$ cat src/rtl/spi_regport_pkg.sv
package spi_regport_pkg;

    localparam int ADDR_W    = 12;
    localparam int INSTR_W   = 16;
    localparam int BYTE_W    = 8;

    localparam logic [ADDR_W-1:0] A_PORT  = 12'h000;
    localparam logic [ADDR_W-1:0] A_VER   = 12'h002;
    localparam logic [ADDR_W-1:0] A_PART  = 12'h003;
    localparam logic [ADDR_W-1:0] A_RBCTL = 12'h004;
    localparam logic [ADDR_W-1:0] A_UPD   = 12'h234;

    localparam int PORT_SDO_BIT = 7;
    localparam int PORT_RST_BIT = 5;

    typedef enum logic [2:0] {
        ST_IDLE,
        ST_INSTR,
        ST_WDATA,
        ST_RDATA,
        ST_HOLD
    } xfer_state_t;

    function automatic logic [1:0] byte_count(input logic [1:0] code);
        return (code == 2'd3) ? 2'd3 : code + 2'd1;
    endfunction

endpackage

$ cat src/rtl/spi_sync_front.sv
module spi_sync_front #(
    parameter int SYNC_STAGES = 2
) (
    input  logic clk,
    input  logic rst_n,
    input  logic sclk,
    input  logic cs_n,
    input  logic mosi,
    output logic sclk_rise,
    output logic cs_act,
    output logic mosi_s
);
    localparam int TAP = SYNC_STAGES - 1;

    logic [SYNC_STAGES:0]   sclk_q;
    logic [SYNC_STAGES-1:0] cs_q;
    logic [SYNC_STAGES-1:0] mosi_q;

    always_ff @(posedge clk or negedge rst_n) begin
        if (!rst_n) begin
            sclk_q <= '0;
            cs_q   <= '1;
            mosi_q <= '0;
        end else begin
            sclk_q <= {sclk_q[SYNC_STAGES-1:0], sclk};
            cs_q   <= {cs_q[SYNC_STAGES-2:0], cs_n};
            mosi_q <= {mosi_q[SYNC_STAGES-2:0], mosi};
        end
    end

    assign sclk_rise = sclk_q[TAP] & ~sclk_q[TAP+1];
    assign cs_act    = ~cs_q[TAP];
    assign mosi_s    = mosi_q[TAP];

endmodule

$ cat src/rtl/spi_xfer_fsm.sv
module spi_xfer_fsm
    import spi_regport_pkg::*;
#(
    parameter int DATA_W = 24
) (
    input  logic              clk,
    input  logic              rst_n,
    input  logic              sclk_rise,
    input  logic              cs_act,
    input  logic              mosi_s,
    input  logic [DATA_W-1:0] rd_data,
    output logic              wr_en,
    output logic [ADDR_W-1:0] addr,
    output logic [DATA_W-1:0] wr_data,
    output logic              rd_phase,
    output logic              tx_bit
);
    localparam int MAX_BYTES = DATA_W / BYTE_W;
    localparam int CNT_W     = $clog2((DATA_W > INSTR_W) ? DATA_W : INSTR_W);

    xfer_state_t        state, nxt;
    logic [INSTR_W-1:0] sh_in;
    logic [INSTR_W-1:0] instr_full;
    logic [CNT_W-1:0]   bit_cnt;
    logic [CNT_W-1:0]   last_bit;
    logic [1:0]         len_q;
    logic               tx_load;
    logic [DATA_W-1:0]  tx_sh;
    logic [DATA_W-1:0]  wr_sh;

    assign instr_full = {sh_in[INSTR_W-2:0], mosi_s};
    assign last_bit   = CNT_W'({len_q, 3'b000}) - CNT_W'(1);

    // state register
    always_ff @(posedge clk or negedge rst_n) begin
        if (!rst_n) state <= ST_IDLE;
        else        state <= nxt;
    end

    always_comb begin
        nxt = state;
        unique case (state)
            ST_IDLE:  if (cs_act) nxt = ST_INSTR;
            ST_INSTR: begin
                if (!cs_act) nxt = ST_IDLE;
                else if (sclk_rise && bit_cnt == CNT_W'(INSTR_W-1))
                    nxt = instr_full[INSTR_W-1] ? ST_RDATA : ST_WDATA;
            end
            ST_WDATA, ST_RDATA: begin
                if (!cs_act) nxt = ST_IDLE;
                else if (sclk_rise && bit_cnt == last_bit) nxt = ST_HOLD;
            end
            ST_HOLD:  if (!cs_act) nxt = ST_IDLE;
            default:  nxt = ST_IDLE;
        endcase
    end

    // datapath and outputs
    always_ff @(posedge clk or negedge rst_n) begin
        if (!rst_n) begin
            sh_in   <= '0;
            bit_cnt <= '0;
            len_q   <= 2'd1;
            addr    <= '0;
            wr_sh   <= '0;
            wr_data <= '0;
            wr_en   <= 1'b0;
            tx_sh   <= '0;
            tx_load <= 1'b0;
        end else begin
            wr_en   <= 1'b0;
            tx_load <= 1'b0;
            if (tx_load)
                tx_sh <= rd_data << (BYTE_W * (MAX_BYTES - int'(len_q)));
            unique case (state)
                ST_IDLE: begin
                    bit_cnt <= '0;
                end
                ST_INSTR: if (cs_act && sclk_rise) begin
                    sh_in <= instr_full;
                    if (bit_cnt == CNT_W'(INSTR_W-1)) begin
                        bit_cnt <= '0;
                        len_q   <= byte_count(instr_full[14:13]);
                        addr    <= instr_full[ADDR_W-1:0];
                        wr_sh   <= '0;
                        tx_load <= instr_full[INSTR_W-1];
                    end else begin
                        bit_cnt <= bit_cnt + CNT_W'(1);
                    end
                end
                ST_WDATA: if (cs_act && sclk_rise) begin
                    bit_cnt <= bit_cnt + CNT_W'(1);
                    wr_sh   <= {wr_sh[DATA_W-2:0], mosi_s};
                    if (bit_cnt == last_bit) begin
                        wr_data <= {wr_sh[DATA_W-2:0], mosi_s};
                        wr_en   <= 1'b1;
                    end
                end
                ST_RDATA: if (cs_act && sclk_rise) begin
                    bit_cnt <= bit_cnt + CNT_W'(1);
                    tx_sh   <= {tx_sh[DATA_W-2:0], 1'b0};
                end
                ST_HOLD: ;
                default: ;
            endcase
        end
    end

    assign rd_phase = (state == ST_RDATA);
    assign tx_bit   = tx_sh[DATA_W-1];

endmodule

$ cat src/rtl/spi_reg_bank.sv
module spi_reg_bank
    import spi_regport_pkg::*;
#(
    parameter int                NUM_CFG  = 4,
    parameter int                DATA_W   = 24,
    parameter logic [ADDR_W-1:0] CFG_BASE = 12'h010,
    parameter logic [7:0]        VERSION  = 8'h01,
    parameter logic [7:0]        PART_ID  = 8'hA5
) (
    input  logic                      clk,
    input  logic                      rst_n,
    input  logic                      wr_en,
    input  logic [ADDR_W-1:0]         addr,
    input  logic [DATA_W-1:0]         wr_data,
    output logic [DATA_W-1:0]         rd_data,
    output logic [NUM_CFG*DATA_W-1:0] active_flat,
    output logic                      sdo_en,
    output logic                      upd_pend,
    output logic                      soft_rst
);
    logic [DATA_W-1:0] staged [NUM_CFG];
    logic [DATA_W-1:0] active [NUM_CFG];
    logic              rb_sel;

    assign soft_rst = wr_en && (addr == A_PORT) && wr_data[PORT_RST_BIT];

    always_ff @(posedge clk or negedge rst_n) begin
        if (!rst_n) begin
            for (int i = 0; i < NUM_CFG; i++) begin
                staged[i] <= '0;
                active[i] <= '0;
            end
            sdo_en   <= 1'b0;
            rb_sel   <= 1'b0;
            upd_pend <= 1'b0;
        end else if (soft_rst) begin
            for (int i = 0; i < NUM_CFG; i++) begin
                staged[i] <= '0;
                active[i] <= '0;
            end
            sdo_en   <= 1'b0;
            rb_sel   <= 1'b0;
            upd_pend <= 1'b0;
        end else begin
            if (upd_pend) begin
                for (int i = 0; i < NUM_CFG; i++) active[i] <= staged[i];
                upd_pend <= 1'b0;
            end
            if (wr_en) begin
                if (addr == A_PORT)  sdo_en   <= wr_data[PORT_SDO_BIT];
                if (addr == A_RBCTL) rb_sel   <= wr_data[0];
                if (addr == A_UPD)   upd_pend <= wr_data[0];
                for (int i = 0; i < NUM_CFG; i++)
                    if (addr == CFG_BASE + ADDR_W'(i)) staged[i] <= wr_data;
            end
        end
    end

    always_comb begin
        rd_data = '0;
        if (addr == A_PORT)  rd_data = DATA_W'({sdo_en, 7'b0});
        if (addr == A_VER)   rd_data = DATA_W'(VERSION);
        if (addr == A_PART)  rd_data = DATA_W'(PART_ID);
        if (addr == A_RBCTL) rd_data = DATA_W'(rb_sel);
        if (addr == A_UPD)   rd_data = DATA_W'(upd_pend);
        for (int i = 0; i < NUM_CFG; i++)
            if (addr == CFG_BASE + ADDR_W'(i))
                rd_data = rb_sel ? staged[i] : active[i];
    end

    for (genvar g = 0; g < NUM_CFG; g++) begin : g_flat
        assign active_flat[g*DATA_W +: DATA_W] = active[g];
    end

endmodule

$ cat src/rtl/spi_cfg_regport.sv
module spi_cfg_regport
    import spi_regport_pkg::*;
#(
    parameter int                NUM_CFG     = 4,
    parameter int                DATA_W      = 24,
    parameter int                SYNC_STAGES = 2,
    parameter logic [ADDR_W-1:0] CFG_BASE    = 12'h010,
    parameter logic [7:0]        VERSION     = 8'h01,
    parameter logic [7:0]        PART_ID     = 8'hA5
) (
    input  logic                      clk,
    input  logic                      rst_n,
    input  logic                      sclk,
    input  logic                      cs_n,
    input  logic                      sdio_in,
    output logic                      sdio_out,
    output logic                      sdio_oe,
    output logic                      sdo,
    output logic [NUM_CFG*DATA_W-1:0] active_cfg
);
    logic              sclk_rise;
    logic              cs_act;
    logic              mosi_s;
    logic              wr_en;
    logic [ADDR_W-1:0] addr;
    logic [DATA_W-1:0] wr_data;
    logic [DATA_W-1:0] rd_data;
    logic              rd_phase;
    logic              tx_bit;
    logic              sdo_en;
    logic              upd_pend;
    logic              soft_rst;
    logic              drive;

    spi_sync_front #(.SYNC_STAGES(SYNC_STAGES)) u_front (
        .clk      (clk),
        .rst_n    (rst_n),
        .sclk     (sclk),
        .cs_n     (cs_n),
        .mosi     (sdio_in),
        .sclk_rise(sclk_rise),
        .cs_act   (cs_act),
        .mosi_s   (mosi_s)
    );

    spi_xfer_fsm #(.DATA_W(DATA_W)) u_fsm (
        .clk      (clk),
        .rst_n    (rst_n),
        .sclk_rise(sclk_rise),
        .cs_act   (cs_act),
        .mosi_s   (mosi_s),
        .rd_data  (rd_data),
        .wr_en    (wr_en),
        .addr     (addr),
        .wr_data  (wr_data),
        .rd_phase (rd_phase),
        .tx_bit   (tx_bit)
    );

    spi_reg_bank #(
        .NUM_CFG (NUM_CFG),
        .DATA_W  (DATA_W),
        .CFG_BASE(CFG_BASE),
        .VERSION (VERSION),
        .PART_ID (PART_ID)
    ) u_bank (
        .clk        (clk),
        .rst_n      (rst_n),
        .wr_en      (wr_en),
        .addr       (addr),
        .wr_data    (wr_data),
        .rd_data    (rd_data),
        .active_flat(active_cfg),
        .sdo_en     (sdo_en),
        .upd_pend   (upd_pend),
        .soft_rst   (soft_rst)
    );

    assign drive    = rd_phase && cs_act;
    assign sdio_oe  = drive && !sdo_en;
    assign sdio_out = sdio_oe ? tx_bit : 1'b0;
    assign sdo      = (drive && sdo_en) ? tx_bit : 1'b0;

endmodule

$ cat config.mk
export PLATFORM = sky130hd
export DESIGN_NAME = spi_cfg_regport
export DESIGN_NICKNAME = d
export VERILOG_FILES = /design/src/rtl/spi_regport_pkg.sv /design/src/rtl/spi_sync_front.sv /design/src/rtl/spi_xfer_fsm.sv /design/src/rtl/spi_reg_bank.sv /design/src/rtl/spi_cfg_regport.sv
export SDC_FILE = /design/constraint.sdc
export NUM_CORES = 1
export LEC_CHECK = 0
export ABC_AREA = 1
export BUFFER_PORTS_ARGS = -buffer_cell sky130_fd_sc_hd__clkbuf_2
export CAP_MARGIN = 25
export CORE_UTILIZATION = 46
export DETAILED_ROUTE_END_ITERATION = 8
export HOLD_SLACK_MARGIN = 0.05
export SYNTH_ARGS = -nofsm -noshare
export SYNTH_HDL_FRONTEND = slang
export SYNTH_SLANG_ARGS = --single-unit
$ cat constraint.sdc
create_clock -name clk -period 3.86 [get_ports clk]
set_input_delay 0 -clock clk [delete_from_list [all_inputs] [get_ports clk]]
set_output_delay 0 -clock clk [all_outputs]
set_load 0.05 [all_outputs]
# Yosys cells after proc, flatten, opt, wreduce, memory -nomap -nowiden
# Index checks and enable logic that the tools add are counted.
# Widths: inputs -> output; s select.
word_totals:
  elab_cells: 147
  register_bits: 312
  out_inout_bits: 99
  in_bits: 5
op_classes:
  reduce_logical: 34
  bitwise: 3
  addsub: 4
  n_mux: 58
  eq_ne: 23
  shift: 1
ops:
  columns: ["op", "n"]
  rows:
  - ["$mux 96", 4]
  - ["$mux 24", 15]
  - ["$mux 23", 3]
  - ["$eq 12x5->1 const B", 4]
  - ["$pmux 23 s2", 1]
  - ["$mux 8", 5]
  - ["$shl 24x32->24", 1]
  - ["$eq 12x2->1 const B", 2]
  - ["$mux 1", 18]
  - ["$mux 3", 6]
  - ["$reduce_bool 2->1", 9]
  - ["$mux 5", 3]
  - ["$pmux 5 s3", 1]
  - ["$reduce_and 2->1", 7]
  - ["$eq 12x10->1 const B", 1]
  - ["$eq 12x3->1 const B", 1]
  - ["$logic_not 12->1", 1]
  - ["$pmux 3 s4", 1]
  - ["$reduce_and 3->1", 3]
  - ["$logic_and 1x1->1", 8]
  - ["$ne 2x1->1 const B", 4]
  - ["$reduce_and 4->1", 2]
  - ["$eq 3x2->1 const B", 2]
  - ["$add 5x1->5 const B", 1]
  - ["18 further kinds", 20]

# Longest topological paths before layout
# Gate-level depths: netlist of run 1.
depth:
  ltp_word: 14
  ltp_mapped: 16
  mapped_depth_nobuf: 15

# By module
# A second synthesis of run 1 with hierarchy kept.
unflattened:
  cells_unflattened: 1808
  hier_area_um2: 14755.4
by_module_without_submodules:
  columns: ["module", "seq_area_each_um2", "cells_each", "area_per_inst_um2", "instances"]
  rows:
  - ["spi_reg_bank", 4879.7, 1246, 9651.8, 1]
  - ["spi_xfer_fsm", 2753.9, 545, 4878.4, 1]
  - ["spi_sync_front", 177.7, 10, 191.4, 1]
  - ["spi_cfg_regport", 0.0, 7, 33.8, 1]

# Least setup slack after synthesis of run 1
# Ideal clock, no wire load.
synth_path:
  path_kind: "register -> output"
  from: "reg u_fsm.state[2]"
  to: "out sdio_out"
  arrival_ps: 2039
  slack_ps: 1821
  path_stages_with_launch: 7
  path_cell_list: "dfrtp_1 > or2_1 > nor2_1 > inv_1 > nor2_1 > inv_2 > nor3_1"
synth_between:
  elab_chain_cells: 4
synth_rtl:
  columns: ["item", "line", "rtl"]
  rows:
  - ["start: declaration", "spi_xfer_fsm.sv:21", "xfer_state_t state, nxt;"]
  - ["start signal: assignment", "spi_xfer_fsm.sv:37", "else state <= nxt;"]
  - ["$eq 3x2->1", "spi_xfer_fsm.sv:109", "assign rd_phase = (state == ST_RDATA);"]
  - ["$logic_and 1x1->1", "spi_cfg_regport.sv:79", "assign drive = rd_phase && cs_act;"]
  - ["$logic_and 1x1->1", "spi_cfg_regport.sv:80", "assign sdio_oe = drive && !sdo_en;"]
  - ["$mux 1", "spi_cfg_regport.sv:81", "assign sdio_out = sdio_oe ? tx_bit : 1'b0;"]
  - ["end: declaration", "spi_cfg_regport.sv:16", "output logic sdio_out,"]
# Every way passes these cells.

# Worst setup path in the final report of run 1
layout_path:
  from: "reg u_fsm.addr[0]"
  to: "reg u_bank.active (netlist bit u_bank.active_flat[66])"
layout_between:
  elab_chain_cells: 4
layout_rtl:
  columns: ["item", "line", "rtl"]
  rows:
  - ["start: declaration", "spi_xfer_fsm.sv:13", "output logic [ADDR_W-1:0] addr,"]
  - ["start signal: assignment", "spi_xfer_fsm.sv:84", "addr <= instr_full[ADDR_W-1:0];"]
  - ["$logic_not 12->1 *", "spi_reg_bank.sv:25", "assign soft_rst = wr_en && (addr == A_PORT) && wr_data[PORT_RST_BIT];"]
  - ["$logic_and 1x1->1 * (2 in a row)", "spi_reg_bank.sv:25", null]
  - ["$mux 96 or $reduce_bool 2->1 (tied branches)", null, null]
  - ["end signal: indexed assignment", "spi_reg_bank.sv:31", "active[i] <= '0;"]
  - ["end signal: indexed assignment", "spi_reg_bank.sv:39", "active[i] <= '0;"]
  - ["end: declaration", "spi_reg_bank.sv:22", "logic [DATA_W-1:0] active [NUM_CFG];"]
# Every way passes the cells marked *; elsewhere a longest branch is shown, timed or not.
# A chain may end at the register's enable or synchronous reset.

==> run metrics, run 1 <==
WL/cell about 18 um; Lkg Pwr 8.61 nW; Hold Path Cell Cnt 2; first-pass GRT wire length 69600 um; Port Buffer Count between 100 and 150; share of layout cells above drive strength 1 a little over an eighth; Final setup viols 0; largest net degree at the start of global routing 124; initial drt markers between 1000 and 1500; max incr delay on CP roughly 760 ps; post-synth design cell area approximately 15000 um^2; r2r worst-path depth 10; Hold/Removal Path Class in -> reg; detailed-route via count between 10000 and 15000; DRT Wirelength 44100 um; Clk pin slew, worst setup/hold paths around 60 ps; cell count after synthesis 1864; die area between 30000 and 40000 um^2; Slowest cell on crit path inv_2; Worst-Margin Slew ~980 ps; initial antenna violation count 0; post-route ant nets 0; minimum clock period between 2000 and 3000 ps; buffers inserted by post-CTS timing repair 0; Synthesis Warnings 0; via/cell ratio roughly 5.4; DR DRC count 0; final clock skew around 10 ps; filler cell count between 3000 and 4000; r2r endpoint u_bank.active_flat[66]$_DFFE_PN0P_; fin crit share 73.4%; min-delay src cs_n; RD Place Congestion about 0.88; setup TNS 0 ps; Post-synth EDFFs 0; Post-DP HPWL 29500 um; Pwr Density between 400 and 500 nW/um^2; design area around 17000 um^2; Area after DPL around 16000 um^2; GRT overflow 0; Synth area leader dfrtp_1; reg2reg start u_fsm.addr[0]$_DFFE_PN0P_; top cells by area, synth dfrtp_1, nand2_1, o21ai_0, inv_1, nand3_1; Detailed Routing Iterations Pass 1 5; fin nets 1936; Clock Tree Buf Depth 3; H-tree lvl count 2; syn avg cell area 8.04 um^2; total CTS buffers 37; reg-to-reg slack, setup between 1000 and 1500 ps; Net Count, Synth 1872; All-Layer GR Usage a little over a quarter; CP max FO 47; Max Cap Violations 0; worst IR drop on VDD approximately 0.00029 V; Synth top area share 51.6%; hold path endpoint u_front.cs_q[0]$_DFF_PN1_; commonest cells in the synthesized netlist nand2_1, dfrtp_1, o21ai_0; Max Freq roughly 0.35 GHz; clock latency on the worst-skew pair 520 ps; fin. max-slew vios 0; Layout area overhead 13.2%; worst path cell trace nor2_4, nand2_2, nor2_2, nand3_2, inv_2, nand2_4, nand2_2, inv_2, nand2_1, nand2_1; FFs w/ async S/R, synth 100%; RSZ-0062 raised after global routing false; Core Footprint between 30000 and 40000 um^2; Seq/Total Area, Yosys roughly 52%; Final Power 0.00704 W; die height between 150 and 200 um; clk root buf clkbuf_16; Synth Flop Type dfrtp_1; Crit path arrival time ~3300 ps; CTS tree yes; Yosys reg bits between 300 and 400; Die W 182 um; Crit. End Element register; via count of the first global-routing pass 12100; crit path launch type register; most frequent cell after synthesis nand2_1; CP Class reg -> reg; final hold viol count 0; standard-cell rows between 60 and 70; status complete, no violations; Sink Count approximately 310; Initial Util around 47%; slew margin rel. 34.5%; Crit path required time approximately 4300 ps; I/O pins approximately 100; synth unique cells 46
==> worst max path at each step <==
stage | startpoint | endpoint | slack [ps] | cells past startpoint
floorplan | u_fsm.state[2]$_DFFE_PN0P_ | sdio_out | 1820 | 6
global placement | u_bank.rb_sel$_DFFE_PN0P_ | u_fsm.tx_sh[23]$_DFF_PN0_ | 1040 | 8
detailed placement | u_fsm.addr[0]$_DFFE_PN0P_ | u_bank.active_flat[66]$_DFFE_PN0P_ | 1050 | 10
CTS | u_fsm.addr[0]$_DFFE_PN0P_ | u_bank.active_flat[66]$_DFFE_PN0P_ | 1020 | 10
global route | u_fsm.addr[0]$_DFFE_PN0P_ | u_bank.active_flat[88]$_DFFE_PN0P_ | 760 | 10
finish | u_fsm.addr[0]$_DFFE_PN0P_ | u_bank.active_flat[66]$_DFFE_PN0P_ | 1030 | 10
==> placed cells by master, fill, tap and decap left out, types with 20 or more instances in the layout <==
master	n
a21oi_1	60
inv_1	193
nand3_1	132
clkbuf_16	39
o211ai_1	20
o21ai_1	22
clkbuf_2	102
o21ai_0	197
nand2_1	545
nor2_1	115
buf_4	20
dfrtp_1	307
a31oi_1	56
==> flip-flops by register name, indices dropped and copies added (netlist names), 3 cells and up <==
register / count
u_fsm.state: 3
u_fsm.sh_in: 15
u_fsm.wr_data: 24
u_fsm.bit_cnt: 5
u_front.sclk_q: 3
u_fsm.wr_sh: 23
u_bank.staged: 96
u_fsm.tx_sh: 24
u_fsm.addr: 12
u_bank.active_flat: 96
==> repair_timing <==
item                                    in CTS  in global routing
endpoints found under the hold margin      121                  0
hold buffers                                 4                  0
gates resized for setup                      0                  0
endpoints found under the setup margin       0                  0
==> worst max-delay path: cells and delay by family, from the launching register on <==
family	cells	cell delay [ps]
AND/OR/NAND/NOR	8	1330
buffers and inverters	2	810
flip-flops	1	580
==> kinds of logic (layout without fill, tap and decap cells) <==
group,count (synthesis),in the layout,share of synthesized area [%]
other,0,2,0
adders and majority gates,3,3,0.251
AOI/OAI and AO/OA,380,380,14.2
muxes,12,12,0.802
xor gates and xnor gates,1,1,0.0585
DFF,312,312,52.1
buffers and inverters,318,402,9.17
and+or+nand+nor,838,838,23.4
==> through the flow <==
step / setup slack [ps] / hold WS [ps] / util [%] / instances
3_5_place_dp: 1050 / 89.3 / 49.4 / 2318
6_report: 1030 / 113 / 53.4 / 2385
3_3_place_gp: 1040 / 87.8 / 49.3 / 2317
2_1_floorplan: 1820 / -296 / - / 1864
5_1_grt: 757 / 104 / 53.3 / 2383
4_1_cts: 1020 / 98.0 / 53.2 / 2381
==> where the power goes <==
group	total (W)	internal (W)	switching, W
Combinational	0.000253	0.0000712	0.000182
Clock	0.00342	0.00207	0.00135
Sequential	0.00337	0.00333	0.0000376
Total	0.00704	0.00547	0.00157
==> final cells by class <==
| type | instances | area (um^2) | area share (%) |
|---|---|---|---|
| inverters | 211 | 795 | 4.68 |
| well taps | 435 | 544 | 3.21 |
| clock buffers | 49 | 1070 | 6.33 |
| flip-flops and latches | 312 | 7820 | 46.1 |
| multi-input cells | 1234 | 5800 | 34.2 |
| diodes | 2 | 5.00 | 0.0295 |
| clock inverters | 10 | 108 | 0.634 |
| repair buffers | 132 | 826 | 4.87 |
==> layer usage <==
metal  up-vias  wire length (um)  global-route usage, %
met5         -                 0                      0
met4         0              1770                   12.4
met3        95              2470                   3.67
met2       402             20000                   41.6
met1      6158             19900                   37.8
li1       6124                 -                      -
(Power assumes the default switching activity.)
==> inputs of run 2 (changes only) <==
ABC_AREA = 0   (was 1)
clock period = 2.7 ns   (was 3.86 ns; I/O delays follow)
==> run 2 against run 1 <==
  * Wire length up 3.5%
  * Sequential power up 41%
  * Worst setup slack worse by 910 ps
  * Flip-flop and latch count unchanged
  * Combinational power down 33%
  * Global-route usage up 0.64 points
  * Synthesized cell count down 27%
  * Die area up 1.0%
  * Clock power up 47%
  * Count of clock-buffer cells in the layout up 5
  * Total power up 41%
  * Critical path depth down 4
  * Critical endpoint is now u_fsm.tx_sh[23]$_DFF_PN0_
==> run metrics, run 2 <==
initial drt markers 913 (-14%); RD Place Congestion 0.920 (+4.3%); DR DRC count 0 (unchanged); initial antenna violation count 0 (unchanged); Synth area leader dfrtp_1; Post-DP HPWL 31800 um (+7.8%); clk root buf clkbuf_16; All-Layer GR Usage 27.6% (+0.64 points); status complete, no violations; Lkg Pwr 8.49 nW (-1.3%); standard-cell rows 66 (+1.5%); Synthesis Warnings 0 (unchanged); Worst-Margin Slew 696 ps (-286 ps); Clock Tree Buf Depth 3 (unchanged); Port Buffer Count 103 (unchanged); RSZ-0062 raised after global routing false; r2r worst-path depth 6 (-4); r2r endpoint u_fsm.tx_sh[23]$_DFF_PN0_; internal power 0.00784 W (+43%); Crit. End Element register; syn avg cell area 11.1 um^2 (+39%); part of the power in registers 47.8% (about the same); reg-to-reg slack, setup 110 ps (-910 ps); worst IR drop on VDD 0.000517 V (+80%); post-route ant nets 0 (unchanged); commonest cells in the synthesized netlist dfrtp_1, mux2i_1, nor2_1; WL/cell 23.6 um (+28%); commonest non-fill, non-tap cells in the layout dfrtp_1, mux2i_1, nor2_1; via count of the first global-routing pass 10900 (-9.9%); detailed-route via count 11200 (-13%); max incr delay on CP 760 ps (about the same); antenna cells 0 (-2); crit path capture u_fsm.tx_sh[23]$_DFF_PN0_; setup TNS 0 ps (unchanged); DRT Wirelength 45600 um (+3.5%); slew margin rel. 53.6% (+19 points); cts repair resizes 0 (unchanged); die height 183 um (+0.52%); synth unique cells 77 (+67%); cell mode on critical path a211oi_1; PnR worst setup slack 112 ps (-914 ps); die area 33700 um^2 (+1.0%); Max Freq 0.386 GHz (+9.5%); Core Footprint 32500 um^2 (+2.1%); Combinational Power Share 1.7% (-1.9 points); CP Class reg -> reg; Crit. Startpoint u_fsm.addr[1]$_DFFE_PN0P_; Clk pin slew, worst setup/hold paths 60 ps (about the same); Final setup viols 0 (unchanged); Max Cap Violations 0 (unchanged); fin. max-slew vios 0 (unchanged); Initial Util 46.7% (-0.46 points); via/cell ratio 5.78 (+8.0%); share of layout cells above drive strength 1 21.5% (+8.5 points); fin nets 1473 (-24%); Seq/Total Area, Yosys 51.6% (-0.55 points); cell count after synthesis 1360 (-27%); Crit path required time 3090 ps (-1220 ps); clock network fraction of design power 50.5% (+1.9 points); Synth Flop Type dfrtp_1; Layout area overhead 16.0%; GRT overflow 0 (unchanged); final hold viol count 0 (unchanged); H-tree lvl count 2 (unchanged); Yosys reg bits 312 (unchanged); Detailed Routing Iterations Pass 1 5 (unchanged); worst path cell trace buf_4, or4bb_1, a211oi_1, a211oi_1, o21ai_0, a21oi_1; FFs w/ async S/R, synth 100% (unchanged); most common cell after layout, fill and taps aside dfrtp_1; Pwr Density 566 nW/um^2 (+36%); top cells by area, synth dfrtp_1, mux2i_1, mux2_2, nor2_1, nand2_1; I/O pins 104 (unchanged); Switching Fraction 21.2% (-1.0 points); final core occ 54.1% (+0.79 points); final clock skew 15.0 ps (+4.53 ps); largest net degree at the start of global routing 79 (-36%); Die W 183 um (+0.52%); fin crit share 95.9% (+22 points); CP max FO 12 (-74%); Synth top area share 51.1% (-0.54 points); clock latency on the worst-skew pair 520 ps (about the same); Sink Count 312 (unchanged); DP Worst Slack 225 ps (-821 ps); Slowest cell on crit path or4bb_1; reg2reg start u_fsm.addr[1]$_DFFE_PN0P_; crit path launch type register; minimum clock period 2590 ps (-246 ps); Post-synth EDFFs 0 (unchanged); post-synth design cell area 15100 um^2 (+1.1%); Crit path arrival time 2980 ps (-300 ps); total CTS buffers 35 (-5.4%); CTS tree yes; first-pass GRT wire length 69700 um (+0.12%); Net Count, Synth 1368 (-27%); most frequent cell after synthesis dfrtp_1; Hold/Removal Path Class in -> async; Psw 0.00211 W (+35%)
-- run 2: changes by cell type after synthesis, moves of 49 or more --
| cell | delta |
|---|---|
| nor2_1 | +86 |
| inv_1 | -179 |
| a31oi_1 | -49 |
| o21ai_0 | -146 |
| nand2_1 | -439 |
| mux2_2 | +67 |
| mux2i_1 | +205 |
| nand3_1 | -97 |
-- run 2: power by group through the flow --
stage	Sequential, W	Combinational (W)	Clock (W)
after floorplan	0.00482	0.0000524	0
after detailed placement	0.00484	0.000172	0
after global routing	0.00476	0.000197	0.00529
after CTS	0.00475	0.000177	0.00511
final	0.00476	0.000169	0.00502
after global placement	0.00484	0.000170	0
-- run 2: metrics by stage --
step	instances	area [um^2]	power (W)	hold slack (ps)
after global placement	1866	16300	0.00501	49.6
after CTS	1932	17600	0.0100	97.0
after floorplan	1360	15100	0.00488	-296
after global routing	1932	17600	0.0102	113
after detailed placement	1866	16300	0.00501	48.3
final	1932	17600	0.00994	60.6
-- run 2: cell families after synthesis --
logic type      count (synthesis)  share of synthesized area (%)
simple gates                  429                           13.3
flops                         312                           51.6
mux                           301                           22.1
compound gates                199                           8.58
buf+inv                       115                           4.06
fa+ha+maj                       3                          0.248
xor+xnor                        1                         0.0578
-- run 2: what timing repair did --
action	4_1_cts	5_1_grt
setup buffers	0	0
hold buffers	4	0
endpoints found under the hold margin	156	0
-- run 2: area by class of cell --
class	instances	area, um^2
fill	2858	14900
sequential	312	7820
multi-input combinational	933	6730
timing repair buffer	169	1190
clock buffer	54	1090
tap	442	553
clock inverter	8	130
inverter	14	52.6
-- run 2: worst min path at each step --
stage / from / to / slack (ps) / depth (start not counted)
2_1_floorplan: rst_n / u_bank.active_flat[0]$_DFFE_PN0P_ / -300 / 0
3_3_place_gp: rst_n / u_bank.active_flat[61]$_DFFE_PN0P_ / 50 / 1
6_report: rst_n / u_bank.active_flat[56]$_DFFE_PN0P_ / 60 / 2
4_1_cts: rst_n / u_bank.active_flat[9]$_DFFE_PN0P_ / 100 / 2
3_5_place_dp: rst_n / u_bank.active_flat[56]$_DFFE_PN0P_ / 50 / 1
5_1_grt: cs_n / u_front.cs_q[0]$_DFF_PN1_ / 110 / 2
-- run 2: worst max-delay path: cells and delay by family (launching register included) --
| kind | cells | cell delay [ps] |
|---|---|---|
| buf+inv | 1 | 240 |
| simple gates | 1 | 760 |
| compound gates | 4 | 1030 |
| flops | 1 | 430 |
-- run 2: metal layers --
layer / routed length, um / global-route usage [%]
met5: 0 / 0
met4: 670 / 5.50
met3: 2480 / 3.86
met2: 20800 / 42.0
met1: 21700 / 42.0
==> inputs of run 3 (changes only) <==
ABC_AREA = 1   (was 0)
==> run 3 against run 2 <==
  * Die area shrank 1.0%
  * Worst setup slack gained 110 ps
  * Utilization is 0.11 points higher
  * First-iteration DRC count grew 17%
  * Critical path depth up 7
  * Sequential share of layout area grew 0.80 points
  * Sequential power is 1% higher
  * Global-route usage is 0.72 points higher
==> run metrics, run 3 (synthesis results as in run 1) <==
status complete, no violations; Layout area overhead 15.1%; met3 Use GR 3.49% (-0.37 points); global route hottest layer met2; RD Place Congestion 0.898 (-2.4%); Die W 182 um (-0.52%); crit path launch type register; post-route ant nets 0 (unchanged); GRT overflow 0 (unchanged); WL/cell 19.1 um (-19%); r2r endpoint u_fsm.tx_sh[18]$_DFF_PN0_; Sink Count 312 (unchanged); worst path cell trace buf_4, nand2_2, nor2_4, inv_2, nor2_2, nand2_1, nand3_1, nand2_1, nand2_1, nand2_1, nand3_1, a21oi_1, nor2_1; clock network fraction of design power 48.9% (-1.6 points); Max Cap Violations 0 (unchanged); r2r worst-path depth 13 (+7); Lkg Pwr 8.75 nW (+3.1%); Crit. Startpoint u_fsm.addr[0]$_DFFE_PN0P_; setup TNS 0 ps (unchanged); standard-cell rows 65 (-1.5%); share of layout cells above drive strength 1 14.3% (-7.2 points); reg2reg start u_fsm.addr[0]$_DFFE_PN0P_; Clk pin slew, worst setup/hold paths 60 ps (about the same); initial antenna violation count 1 (+1); initial drt markers 1070 (+17%); minimum clock period 2480 ps (-110 ps); fin crit share 91.8% (-4.1 points); fin nets 1963 (+33%); final clock skew 30.7 ps (+15.6 ps); Post-DP HPWL 30900 um (-3.1%); part of the power in registers 47.3% (-0.5 points); buffers inserted by post-CTS timing repair 0 (unchanged); die area 33300 um^2 (-1.0%); via count of the first global-routing pass 12200 (+12%); DR DRC count 0 (unchanged); M1 GR Usage 40.1% (-1.9 points); min-delay src sdio_in; Psw 0.00230 W (+9.2%); Pwr Density 589 nW/um^2 (+4.2%); Initial Util 47.1% (+0.46 points); Detailed Routing Iterations Pass 1 6 (+1); slew margin rel. 39.7% (-14 points); Max Freq 0.403 GHz (+4.4%); max incr delay on CP 500 ps (-260 ps); Area after DPL 16000 um^2 (-2.2%); Slowest cell on crit path nor2_2; Core Footprint 31800 um^2 (-2.0%); Crit. End Element register; first-pass GRT wire length 72000 um (+3.3%); total CTS buffers 36 (+2.9%); fin. max-slew vios 0 (unchanged); internal power 0.00787 W (+0.43%); via/cell ratio 5.33 (-7.9%); Combinational Power Share 3.8% (+2.1 points); clock latency on the worst-skew pair 530 ps (about the same); Crit path arrival time 2940 ps (-40 ps); H-tree lvl count 2 (unchanged); die height 182 um (-0.52%); worst IR drop on VDD 0.000528 V (+2.1%); detailed-route via count 12900 (+15%); CP Class reg -> reg; design area 17300 um^2 (-1.8%); Final setup viols 0 (unchanged); clk root buf clkbuf_16; hold path endpoint u_front.mosi_q[0]$_DFF_PN0_; Clock Tree Buf Depth 3 (unchanged); CTS tree yes; final hold viol count 0 (unchanged); RSZ-0062 raised after global routing false; Port Buffer Count 103 (unchanged); CP max FO 10 (-2); reg-to-reg slack, setup 220 ps (+110 ps); Switching Fraction 22.6% (+1.4 points); All-Layer GR Usage 28.4% (+0.72 points); most common cell after layout, fill and taps aside nand2_1; commonest non-fill, non-tap cells in the layout nand2_1, dfrtp_1, o21ai_0; Crit path required time 3170 ps (+80 ps); GR Layer Usage met2 43.6% (+1.5 points); I/O pins 104 (unchanged); DRT Wirelength 46100 um (+0.97%); Hold/Removal Path Class in -> reg; Worst-Margin Slew 902 ps (+206 ps); Hold Path Cell Cnt 2; largest net degree at the start of global routing 81 (+2.5%); cell mode on critical path nand2_1
==> run 3: cell count changes in the layout (fill, tap and decap cells not counted), moves of 16 or more <==
cell      change
o21ai_0     +146
nor2_1       -86
inv_2        +16
mux2i_1     -205
mux2_2       -67
nand2_1     +439
a31oi_1      +49
o21ai_1      +20
nand3_1      +97
o211ai_1     +16
inv_1       +179
==> run 3: cell type report <==
type | count | area, um^2
inverters | 211 | 795
well taps | 435 | 544
fillers | 3012 | 14500
diodes | 1 | 2.50
flip-flops and latches | 312 | 7820
multi-input cells | 1235 | 5810
clock buffers | 53 | 1100
clock inverters | 9 | 105
repair buffers | 159 | 1090
==> run 3: per-stage QoR <==
stage	instances	hold WS, ps	total power, W	setup slack [ps]	utilization (%)
final	2415	121	0.0102	222	54.3
after global routing	2414	118	0.0105	43.1	54.3
after CTS	2412	99.3	0.0102	153	54.2
after detailed placement	2344	-35.8	0.00528	181	50.2
after global placement	2343	-34.9	0.00526	185	50.1
after floorplan	1864	-296	0.00510	661	-
==> run 3: worst max path at each step <==
stage | endpoint | cells after the start
2_1_floorplan | sdio_out | 6
3_3_place_gp | u_fsm.tx_sh[19]$_DFF_PN0_ | 13
3_5_place_dp | u_fsm.tx_sh[19]$_DFF_PN0_ | 13
4_1_cts | u_fsm.tx_sh[17]$_DFF_PN0_ | 13
5_1_grt | u_fsm.tx_sh[20]$_DFF_PN0_ | 11
6_report | u_fsm.tx_sh[18]$_DFF_PN0_ | 13
==> run 3: per-layer routing <==
metal  share of wire [%]  up-vias  routed length [um]
met5                   0        -                   0
met4                 4.4        0                2040
met3                 5.5       95                2540
met2                  45      448               20600
met1                  45     6146               20900
li1                    -     6176                   -
==> run 3: critical path: cells and delay by family, from the launching register on <==
family                 cells  cell delay [ps]
and+or+nand+nor           10             1560
buffers and inverters      2              330
DFF                        1              490
AOI/OAI and AO/OA          1               60
==> run 3: power by group through the flow <==
stage,clock [W],combinational (W),sequential (W)
after floorplan,0,0.000214,0.00489
after global placement,0,0.000369,0.00490
after detailed placement,0,0.000380,0.00490
after CTS,0.00504,0.000396,0.00481
after global routing,0.00524,0.000460,0.00482
final,0.00497,0.000384,0.00481
==> run 3: what timing repair did <==
action,CTS,global route
resized for setup,0,0
hold endpoints to repair,312,0
endpoints found under the setup margin,0,4
hold buffers,6,0
